[config.mk]
export PLATFORM = sky130hd
export DESIGN_NAME = ird_top
export DESIGN_NICKNAME = d
export VERILOG_FILES = /design/src/rtl/ird_pkg.sv /design/src/rtl/ird_ctrl.sv /design/src/rtl/ird_dpath.sv /design/src/rtl/ird_top.sv
export SDC_FILE = /design/constraint.sdc
export NUM_CORES = 2
export LEC_CHECK = 0
export BUFFER_PORTS_ARGS = -buffer_cell sky130_fd_sc_hd__buf_4
export CAP_MARGIN = 10
export CORE_AREA = 5 5 686 688
export DETAILED_ROUTE_END_ITERATION = 10
export DIE_AREA = 0 0 691 693
export HOLD_SLACK_MARGIN = 0.02
export PLACE_DENSITY = 0.36
export REMOVE_ABC_BUFFERS = 1
export SLEW_MARGIN = 20
export SYNTH_ARGS = -nofsm -noshare
export SYNTH_HDL_FRONTEND = slang
export SYNTH_SLANG_ARGS = --single-unit
[constraint.sdc]
create_clock -name clk -period 2.1 [get_ports clk]
set_input_delay 0.42 -clock clk [delete_from_list [all_inputs] [get_ports clk]]
set_output_delay 0.42 -clock clk [all_outputs]
set_load 0.01 [all_outputs]
[src/rtl/ird_pkg.sv]
package ird_pkg;
  localparam int IDX_W = 10;

  localparam logic [31:0] OFF_DCFG  = 32'h0000;
  localparam logic [31:0] OFF_SCFG  = 32'h0004;
  localparam logic [31:0] OFF_SETP  = 32'h1C00;
  localparam logic [31:0] OFF_SETPN = 32'h1CDC;
  localparam logic [31:0] OFF_CLRP  = 32'h1D00;
  localparam logic [31:0] OFF_CLRPN = 32'h1DDC;
  localparam logic [31:0] OFF_SETE  = 32'h1E00;
  localparam logic [31:0] OFF_SETEN = 32'h1EDC;
  localparam logic [31:0] OFF_CLRE  = 32'h1F00;
  localparam logic [31:0] OFF_CLREN = 32'h1FDC;
  localparam logic [31:0] OFF_NUMLE = 32'h2000;
  localparam logic [31:0] OFF_NUMBE = 32'h2004;
  localparam logic [31:0] OFF_GEN   = 32'h3000;
  localparam logic [31:0] OFF_TGT   = 32'h3004;

  localparam logic [31:0] DCFG_FIXED  = 32'h8000_0004;
  localparam int          DCFG_IE_BIT = 8;
  localparam int          CFG_DELEG_BIT = 10;
  localparam logic [31:0] TGT_KEEP    = 32'hFFFF_F7FF;
  localparam logic [31:0] GEN_KEEP    = 32'hFFFC_0FFF;

  typedef enum logic [3:0] {
    SEL_NONE, SEL_DCFG, SEL_SCFG, SEL_SETP_W, SEL_SETP_N, SEL_CLRP_W,
    SEL_CLRP_N, SEL_SETE_W, SEL_SETE_N, SEL_CLRE_W, SEL_CLRE_N,
    SEL_NUM_LE, SEL_NUM_BE, SEL_GEN, SEL_TGT
  } regSel_e;

  typedef struct packed {
    logic             fire;
    logic             write;
    logic             fault;
    regSel_e          sel;
    logic [IDX_W-1:0] idx;
  } decCmd_t;
endpackage

[src/rtl/ird_ctrl.sv]
module ird_ctrl
  import ird_pkg::*;
#(
  parameter int ADDR_W  = 14,
  parameter int NUM_SRC = 40
) (
  input  logic              reqValid,
  input  logic              reqWrite,
  input  logic [ADDR_W-1:0] reqAddr,
  input  logic [2:0]        reqSize,
  output decCmd_t           cmd
);
  localparam int          NWORD      = (NUM_SRC + 32) / 32;
  localparam logic [31:0] ARR_BYTES  = 32'(NUM_SRC * 4);
  localparam logic [31:0] WORD_BYTES = 32'(NWORD * 4);

  logic [31:0]      off;
  logic             aligned;
  regSel_e          sel;
  logic [IDX_W-1:0] idx;

  assign off     = 32'(reqAddr);
  assign aligned = (off[1:0] == 2'b00) && (reqSize == 3'd4);

  function automatic logic inWin(logic [31:0] o, logic [31:0] base, logic [31:0] len);
    return (o >= base) && (o < base + len);
  endfunction

  function automatic logic [IDX_W-1:0] slot(logic [31:0] o, logic [31:0] base);
    return IDX_W'((o - base) >> 2);
  endfunction

  always_comb begin
    sel = SEL_NONE;
    idx = '0;
    if (!aligned) begin
      sel = SEL_NONE;
    end else if (off == OFF_DCFG) begin
      sel = SEL_DCFG;
    end else if (inWin(off, OFF_SCFG, ARR_BYTES)) begin
      sel = SEL_SCFG;   idx = slot(off, OFF_SCFG);
    end else if (inWin(off, OFF_SETP, WORD_BYTES)) begin
      sel = SEL_SETP_W; idx = slot(off, OFF_SETP);
    end else if (off == OFF_SETPN) begin
      sel = SEL_SETP_N;
    end else if (inWin(off, OFF_CLRP, WORD_BYTES)) begin
      sel = SEL_CLRP_W; idx = slot(off, OFF_CLRP);
    end else if (off == OFF_CLRPN) begin
      sel = SEL_CLRP_N;
    end else if (inWin(off, OFF_SETE, WORD_BYTES)) begin
      sel = SEL_SETE_W; idx = slot(off, OFF_SETE);
    end else if (off == OFF_SETEN) begin
      sel = SEL_SETE_N;
    end else if (inWin(off, OFF_CLRE, WORD_BYTES)) begin
      sel = SEL_CLRE_W; idx = slot(off, OFF_CLRE);
    end else if (off == OFF_CLREN) begin
      sel = SEL_CLRE_N;
    end else if (off == OFF_NUMLE) begin
      sel = SEL_NUM_LE;
    end else if (off == OFF_NUMBE) begin
      sel = SEL_NUM_BE;
    end else if (off == OFF_GEN) begin
      sel = SEL_GEN;
    end else if (inWin(off, OFF_TGT, ARR_BYTES)) begin
      sel = SEL_TGT;    idx = slot(off, OFF_TGT);
    end
  end

  assign cmd.fire  = reqValid;
  assign cmd.write = reqWrite;
  assign cmd.fault = (sel == SEL_NONE);
  assign cmd.sel   = sel;
  assign cmd.idx   = idx;
endmodule

[src/rtl/ird_dpath.sv]
module ird_dpath
  import ird_pkg::*;
#(
  parameter int NUM_SRC = 40
) (
  input  logic                   clk,
  input  logic                   rstN,
  input  decCmd_t                cmd,
  input  logic [31:0]            reqWdata,
  input  logic [NUM_SRC:1]       pendIn,
  input  logic [NUM_SRC:1]       enIn,
  input  logic [NUM_SRC:1]       lvlIn,
  output logic                   rspValid,
  output logic                   rspError,
  output logic [31:0]            rspRdata,
  output logic                   domainEnable,
  output logic [3*NUM_SRC-1:0]   srcMode,
  output logic [32*NUM_SRC-1:0]  srcTarget,
  output logic [NUM_SRC:1]       setPendStb,
  output logic [NUM_SRC:1]       clrPendStb,
  output logic [NUM_SRC:1]       setEnStb,
  output logic [NUM_SRC:1]       clrEnStb,
  output logic                   genMsgStb,
  output logic [13:0]            genMsgHart,
  output logic [10:0]            genMsgEiid,
  output logic                   rescanStb
);
  localparam int NWORD = (NUM_SRC + 32) / 32;
  localparam int PAD_W = NWORD * 32;

  logic              wrOk, rdOk;
  logic              ieQ;
  logic [31:0]       genQ;
  logic [3*NUM_SRC-1:0]  modeFlat;
  logic [32*NUM_SRC-1:0] tgtFlat;
  logic [NUM_SRC:1]  wordVec, numVec;
  logic [31:0]       srcNum, rdVal;
  logic [NUM_SRC:1]  nSetP, nClrP, nSetE, nClrE;

  assign wrOk = cmd.fire &&  cmd.write && !cmd.fault;
  assign rdOk = cmd.fire && !cmd.write && !cmd.fault;

  // per-source storage
  for (genvar k = 0; k < NUM_SRC; k++) begin : g_src
    logic [2:0]  modeR;
    logic [31:0] tgtR;
    logic        hitMode, hitTgt;
    assign hitMode = wrOk && (cmd.sel == SEL_SCFG) && (cmd.idx == IDX_W'(k));
    assign hitTgt  = wrOk && (cmd.sel == SEL_TGT)  && (cmd.idx == IDX_W'(k));
    always_ff @(posedge clk or negedge rstN) begin
      if (!rstN) begin
        modeR <= '0;
        tgtR  <= '0;
      end else begin
        if (hitMode) modeR <= reqWdata[CFG_DELEG_BIT] ? 3'd0 : reqWdata[2:0];
        if (hitTgt)  tgtR  <= reqWdata & TGT_KEEP;
      end
    end
    assign modeFlat[3*k +: 3] = modeR;
    assign tgtFlat[32*k +: 32] = tgtR;
  end

  always_ff @(posedge clk or negedge rstN) begin
    if (!rstN) begin
      ieQ  <= 1'b0;
      genQ <= '0;
    end else begin
      if (wrOk && cmd.sel == SEL_DCFG) ieQ  <= reqWdata[DCFG_IE_BIT];
      if (wrOk && cmd.sel == SEL_GEN)  genQ <= reqWdata & GEN_KEEP;
    end
  end

  function automatic logic [31:0] pickWord(logic [NUM_SRC:1] v, logic [IDX_W-1:0] w);
    logic [PAD_W-1:0] pad;
    pad = PAD_W'({v, 1'b0});
    return pad[32*int'(w) +: 32];
  endfunction

  // write vectors
  assign srcNum = (cmd.sel == SEL_NUM_BE)
                ? {reqWdata[7:0], reqWdata[15:8], reqWdata[23:16], reqWdata[31:24]}
                : reqWdata;

  always_comb begin
    for (int s = 1; s <= NUM_SRC; s++) begin
      wordVec[s] = (s / 32 == int'(cmd.idx)) && reqWdata[s % 32];
      numVec[s]  = (srcNum == 32'(s));
    end
  end

  always_comb begin
    nSetP = '0; nClrP = '0; nSetE = '0; nClrE = '0;
    if (wrOk) begin
      case (cmd.sel)
        SEL_SETP_W: nSetP = wordVec;
        SEL_SETP_N, SEL_NUM_LE, SEL_NUM_BE: nSetP = numVec;
        SEL_CLRP_W: nClrP = wordVec;
        SEL_CLRP_N: nClrP = numVec;
        SEL_SETE_W: nSetE = wordVec;
        SEL_SETE_N: nSetE = numVec;
        SEL_CLRE_W: nClrE = wordVec;
        SEL_CLRE_N: nClrE = numVec;
        default: ;
      endcase
    end
  end

  // read mux
  always_comb begin
    case (cmd.sel)
      SEL_DCFG:   rdVal = DCFG_FIXED | (32'(ieQ) << DCFG_IE_BIT);
      SEL_SCFG:   rdVal = 32'(modeFlat[3*int'(cmd.idx) +: 3]);
      SEL_SETP_W: rdVal = pickWord(pendIn, cmd.idx);
      SEL_CLRP_W: rdVal = pickWord(lvlIn, cmd.idx);
      SEL_SETE_W: rdVal = pickWord(enIn, cmd.idx);
      SEL_GEN:    rdVal = genQ;
      SEL_TGT:    rdVal = tgtFlat[32*int'(cmd.idx) +: 32];
      default:    rdVal = '0;
    endcase
  end

  always_ff @(posedge clk or negedge rstN) begin
    if (!rstN) begin
      rspValid   <= 1'b0;
      rspError   <= 1'b0;
      rspRdata   <= '0;
      setPendStb <= '0;
      clrPendStb <= '0;
      setEnStb   <= '0;
      clrEnStb   <= '0;
      genMsgStb  <= 1'b0;
      genMsgHart <= '0;
      genMsgEiid <= '0;
      rescanStb  <= 1'b0;
    end else begin
      rspValid   <= cmd.fire;
      rspError   <= cmd.fire && cmd.fault;
      rspRdata   <= rdOk ? rdVal : 32'd0;
      setPendStb <= nSetP;
      clrPendStb <= nClrP;
      setEnStb   <= nSetE;
      clrEnStb   <= nClrE;
      genMsgStb  <= wrOk && (cmd.sel == SEL_GEN);
      genMsgHart <= (wrOk && cmd.sel == SEL_GEN) ? reqWdata[31:18] : 14'd0;
      genMsgEiid <= (wrOk && cmd.sel == SEL_GEN) ? reqWdata[10:0]  : 11'd0;
      rescanStb  <= wrOk;
    end
  end

  assign domainEnable = ieQ;
  assign srcMode      = modeFlat;
  assign srcTarget    = tgtFlat;
endmodule

[src/rtl/ird_top.sv]
module ird_top
  import ird_pkg::*;
#(
  parameter int ADDR_W  = 14,
  parameter int NUM_SRC = 40
) (
  input  logic                  clk,
  input  logic                  rstN,
  input  logic                  reqValid,
  input  logic                  reqWrite,
  input  logic [ADDR_W-1:0]     reqAddr,
  input  logic [2:0]            reqSize,
  input  logic [31:0]           reqWdata,
  input  logic [NUM_SRC:1]      pendIn,
  input  logic [NUM_SRC:1]      enIn,
  input  logic [NUM_SRC:1]      lvlIn,
  output logic                  rspValid,
  output logic                  rspError,
  output logic [31:0]           rspRdata,
  output logic                  domainEnable,
  output logic [3*NUM_SRC-1:0]  srcMode,
  output logic [32*NUM_SRC-1:0] srcTarget,
  output logic [NUM_SRC:1]      setPendStb,
  output logic [NUM_SRC:1]      clrPendStb,
  output logic [NUM_SRC:1]      setEnStb,
  output logic [NUM_SRC:1]      clrEnStb,
  output logic                  genMsgStb,
  output logic [13:0]           genMsgHart,
  output logic [10:0]           genMsgEiid,
  output logic                  rescanStb
);
  decCmd_t cmd;

  ird_ctrl #(.ADDR_W(ADDR_W), .NUM_SRC(NUM_SRC)) u_ctrl (
    .reqValid(reqValid), .reqWrite(reqWrite), .reqAddr(reqAddr),
    .reqSize(reqSize), .cmd(cmd)
  );

  ird_dpath #(.NUM_SRC(NUM_SRC)) u_dpath (
    .clk(clk), .rstN(rstN), .cmd(cmd), .reqWdata(reqWdata),
    .pendIn(pendIn), .enIn(enIn), .lvlIn(lvlIn),
    .rspValid(rspValid), .rspError(rspError), .rspRdata(rspRdata),
    .domainEnable(domainEnable), .srcMode(srcMode), .srcTarget(srcTarget),
    .setPendStb(setPendStb), .clrPendStb(clrPendStb),
    .setEnStb(setEnStb), .clrEnStb(clrEnStb),
    .genMsgStb(genMsgStb), .genMsgHart(genMsgHart), .genMsgEiid(genMsgEiid),
    .rescanStb(rescanStb)
  );
endmodule

==> run_results.csv <==
group,metric,value,unit
yosys,synth-seq-cells,1608,
finish,drive_above_1_share,0.531,
sta,maxClockFrequency,266,MHz
setup_path,critPathCaptureType,"flip-flop",
setup_path,path_class,"in2reg",
finish,area_growth_syn_to_layout,65.1,%
clock_tree,cts_buffers,208,
routing,via_per_inst,4.65,
clock_tree,clk_transition_reported_paths,70,ps
grt,globalRouteTotalUtil,0.268,
sta,hold_slack,133,ps
clock_tree,cts.root.buffer_cell,"sky130_fd_sc_hd__clkbuf_16",
grt,first_global_vias,77400,
grt,global_route.usage.met1,0.334,
setup_path,crit_end,"u_dpath.rspRdata[3]$_DFF_PN0_",
status,failing_checks,"negative setup slack",
placement,io_buffers,1754,
min_path,timing.hold.worst.class,"in2reg",
sta,slew-limit-headroom,0.299,
placement,hpwlAfterDp,524000,um
placement,placedInstanceArea,108000,um2
clock_tree,cts_tree,"done",
setup_path,setup.worst_path.start_class,"input port",
status,run_status,"finished with violations",
sta,final_max_slew_viol_count,0,
setup_path,worst-endpoint-arrival,4580,ps
clock_tree,htree_num_levels,4,
grt,busiest_layer,"met2",
sta,grt_setup_unrepaired,"yes",
floorplanning,die_y,693,um
yosys,synth_area_per_cell,10.4,um2
setup_path,reg_to_reg_endpoint,"u_dpath.rspRdata[26]$_DFF_PN0_",
finish,final.fill_count,49000,
yosys,post_synth_cell_types,84,
sta,finalSetupTns,-2336670,ps
setup_path,timing.reg2reg.worst_path_depth,9,
sta,period_minus_slack,3750,ps
routing,drt_first_pass_iters,6,
placement,routabilityCongestion,0.905,
clock_tree,ctsLongestPathBuffers,4,
yosys,synth_top_area_frac,0.529,
routing,num_vias,77500,
sta,skew,65.2,ps
setup_path,r2r_setup_slack,-260,ps
placement,dp_worst_setup_slack,-3920,ps
grt,grt_antenna_before_repair,97,
yosys,synth_area_leader_cell,"sky130_fd_sc_hd__dfrtp_1",
routing,drt.antenna.violating_nets,0,
sta,hold_viol,0,
flow_run,max_cap_viol_count,0,
setup_path,worst-path-max-fanout,5,
yosys,yosys_warnings,0,
power,total_power,0.0734,W
clock_tree,numClockSinks,1608,
power,total_leakage_power,59.8,nW
floorplanning,floorplan.rows,250,
finish,nets,10500,
yosys,synth_seq_area_share,0.529,
yosys,ys_top_cells_by_area,"sky130_fd_sc_hd__dfrtp_1 53%, sky130_fd_sc_hd__mux2_2 17%, sky130_fd_sc_hd__nand2_1 7.7%, sky130_fd_sc_hd__nand3_1 3.6%, sky130_fd_sc_hd__o21ai_0 2.0%",
power,power.density_cell_area,584,nW/um2
grt,grt_first_pass_wirelength,849000,um
grt,grt_remaining_overflow,0,
setup_path,r2r_start,"u_dpath.g_src[0].tgtR[26]$_DFFE_PN0P_",
setup_path,crit_start,"reqAddr[2]",
yosys,count_of_flip_flops_with_a_built_in_enable_after_synthesis,0,
sta,timing.final.setup_violations,1654,
sta,worst_pin_slew,1050,ps
yosys,postSynth.topFlopCell,"sky130_fd_sc_hd__dfrtp_1",
yosys,postSynthCellCount,7314,
sta,fin_ws,-1650,ps
finish,leading_cell_types_in_the_layout_fill_and_taps_excluded,"2778 x sky130_fd_sc_hd__buf_4, 1608 x sky130_fd_sc_hd__dfrtp_1, 1478 x sky130_fd_sc_hd__nand2_1, 1098 x sky130_fd_sc_hd__mux2_2, 486 x sky130_fd_sc_hd__nand3_1",
floorplanning,initial_utilization,0.164,
floorplanning,pin_count,1795,
yosys,mappedNetlistArea,76100,um2
grt,largest_net_degree_at_the_start_of_global_routing,89,
power,max-vdd-ir-drop,0.000612,V
sta,period_share,1.79,
routing,drc,0,
routing,detail_route.iter0.violations,6474,
finish,fin_area,126000,um2
yosys,postSynth.asyncResetShare,1.00,
setup_path,cp.required,2930,ps
routing,route.detailed.wl_per_inst,41.3,um
grt,gr-usage-met3,0.0607,
clock_tree,clock_latency,930,ps
floorplanning,die_x,691,um
grt,use_met2,0.441,
floorplanning,coreArea,463000,um2
floorplanning,die_area,479000,um2
routing,route.final.wire_length,689000,um
finish,most_common_cell_after_layout_fill_and_taps_aside,"sky130_fd_sc_hd__buf_4",
how the worst min path moves through the flow:
stage / start / to / slack [ps] / cells past startpoint
global route: reqWdata[12] / u_dpath.g_src[24].tgtR[12]$_DFFE_PN0P_ / 60 / 2
floorplan: rstN / u_dpath.clrEnStb[10]$_DFF_PN0_ / 120 / 0
global placement: u_dpath.genQ[29]$_DFFE_PN0P_ / u_dpath.rspRdata[29]$_DFF_PN0_ / 460 / 2
finish: reqWdata[12] / u_dpath.g_src[2].tgtR[12]$_DFFE_PN0P_ / 130 / 2
CTS: reqWdata[12] / u_dpath.g_src[2].tgtR[12]$_DFFE_PN0P_ / 30 / 2
detailed placement: u_dpath.genQ[29]$_DFFE_PN0P_ / u_dpath.rspRdata[29]$_DFF_PN0_ / 470 / 2
where the power goes:
group,switching [W],leakage (nW),internal [W]
Clock,0.0160,3.49,0.0223
Combinational,0.00305,33.9,0.00111
Sequential,0.000000628,22.5,0.0310
Total,0.0190,59.8,0.0544
metal layers:
metal  part of all wire  wire length [um]
met1               0.41            283000
met2               0.46            317000
met3              0.071             49100
met4              0.058             39600
met5           0.000055                38
worst max-delay path, cell delays in order:
cell	delay, ps
sky130_fd_sc_hd__buf_8	110
sky130_fd_sc_hd__buf_6	110
sky130_fd_sc_hd__nor4_4	240
sky130_fd_sc_hd__buf_4	180
sky130_fd_sc_hd__a31oi_4	90
sky130_fd_sc_hd__buf_6	120
sky130_fd_sc_hd__a2111o_1	420
sky130_fd_sc_hd__a221o_1	370
sky130_fd_sc_hd__and3_4	250
sky130_fd_sc_hd__nor3_4	280
sky130_fd_sc_hd__buf_6	180
sky130_fd_sc_hd__nand2_8	80
sky130_fd_sc_hd__buf_12	140
sky130_fd_sc_hd__buf_12	140
sky130_fd_sc_hd__nor2_4	250
sky130_fd_sc_hd__nand3_4	140
sky130_fd_sc_hd__a311oi_4	330
sky130_fd_sc_hd__buf_4	170
sky130_fd_sc_hd__nor4_1	50
sky130_fd_sc_hd__buf_4	190
sky130_fd_sc_hd__o41ai_2	300
cell usage after synthesis (27+ instances only):
| library cell | n |
|---|---|
| sky130_fd_sc_hd__dfrtp_1 | 1608 |
| sky130_fd_sc_hd__nand2_1 | 1552 |
| sky130_fd_sc_hd__mux2_2 | 1132 |
| sky130_fd_sc_hd__nand3_1 | 551 |
| sky130_fd_sc_hd__clkbuf_1 | 381 |
| sky130_fd_sc_hd__o21ai_0 | 300 |
| sky130_fd_sc_hd__nor2_1 | 279 |
| sky130_fd_sc_hd__a21oi_1 | 154 |
| sky130_fd_sc_hd__buf_2 | 151 |
| sky130_fd_sc_hd__and3_1 | 128 |
| sky130_fd_sc_hd__a22oi_1 | 126 |
| sky130_fd_sc_hd__buf_1 | 104 |
| sky130_fd_sc_hd__a31oi_1 | 87 |
| sky130_fd_sc_hd__a311oi_1 | 66 |
| sky130_fd_sc_hd__mux2_1 | 63 |
| sky130_fd_sc_hd__buf_4 | 62 |
| sky130_fd_sc_hd__a32oi_1 | 58 |
| sky130_fd_sc_hd__mux2i_1 | 49 |
| sky130_fd_sc_hd__a221oi_1 | 35 |
| sky130_fd_sc_hd__nand2_2 | 28 |
| sky130_fd_sc_hd__nand4_1 | 27 |
registers in the layout, indices dropped and copies added, names as in the netlist, 11 cells and up:
register and cells:
u_dpath.g_src.tgtR 1240, u_dpath.g_src.modeR 120, u_dpath.clrEnStb 40, u_dpath.clrPendStb 40
u_dpath.setEnStb 40, u_dpath.setPendStb 40, u_dpath.rspRdata 32, u_dpath.genQ 26
u_dpath.genMsgHart 14, u_dpath.genMsgEiid 11
per-stage QoR:
| step | std cells | utilization |
|---|---|---|
| after floorplan | 6655 | - |
| after global placement | 15900 | 0.233 |
| after detailed placement | 15900 | 0.233 |
| after CTS | 16500 | 0.263 |
| after global routing | 16600 | 0.271 |
| final | 16700 | 0.272 |
layout make-up:
class,instances,area [um2],share of cell area
Sequential cell,1608,40200,0.320
Multi-Input combinational cell,5031,37800,0.301
Timing Repair Buffer,3420,32600,0.260
Tap cell,6174,7720,0.0614
Clock buffer,297,6060,0.0482
Clock inverter,81,1030,0.00822
Antenna cell,57,143,0.00113
Inverter,16,77.6,0.000617
kinds of logic after synthesis:
logic type	synth area share
XOR/XNOR	0.00115
AO/OA/AOI/OAI	0.0877
adder cells (fa/ha/maj)	0.00247
buffers and inverters	0.0408
other	0.0000493
AND/OR/NAND/NOR	0.155
flip-flops	0.529
multiplexers	0.185
what timing repair did:
action | CTS | global route
gates resized for setup | 822 | 454
gates cloned | 32 | 58
endpoints found under the hold margin | 961 | 0
setup endpoints to repair | 1793 | 1734
buffers inserted | 202 | 87
pin swaps | 190 | 204
hold buffers | 13 | 0
Power figures use the tool's default switching activity.
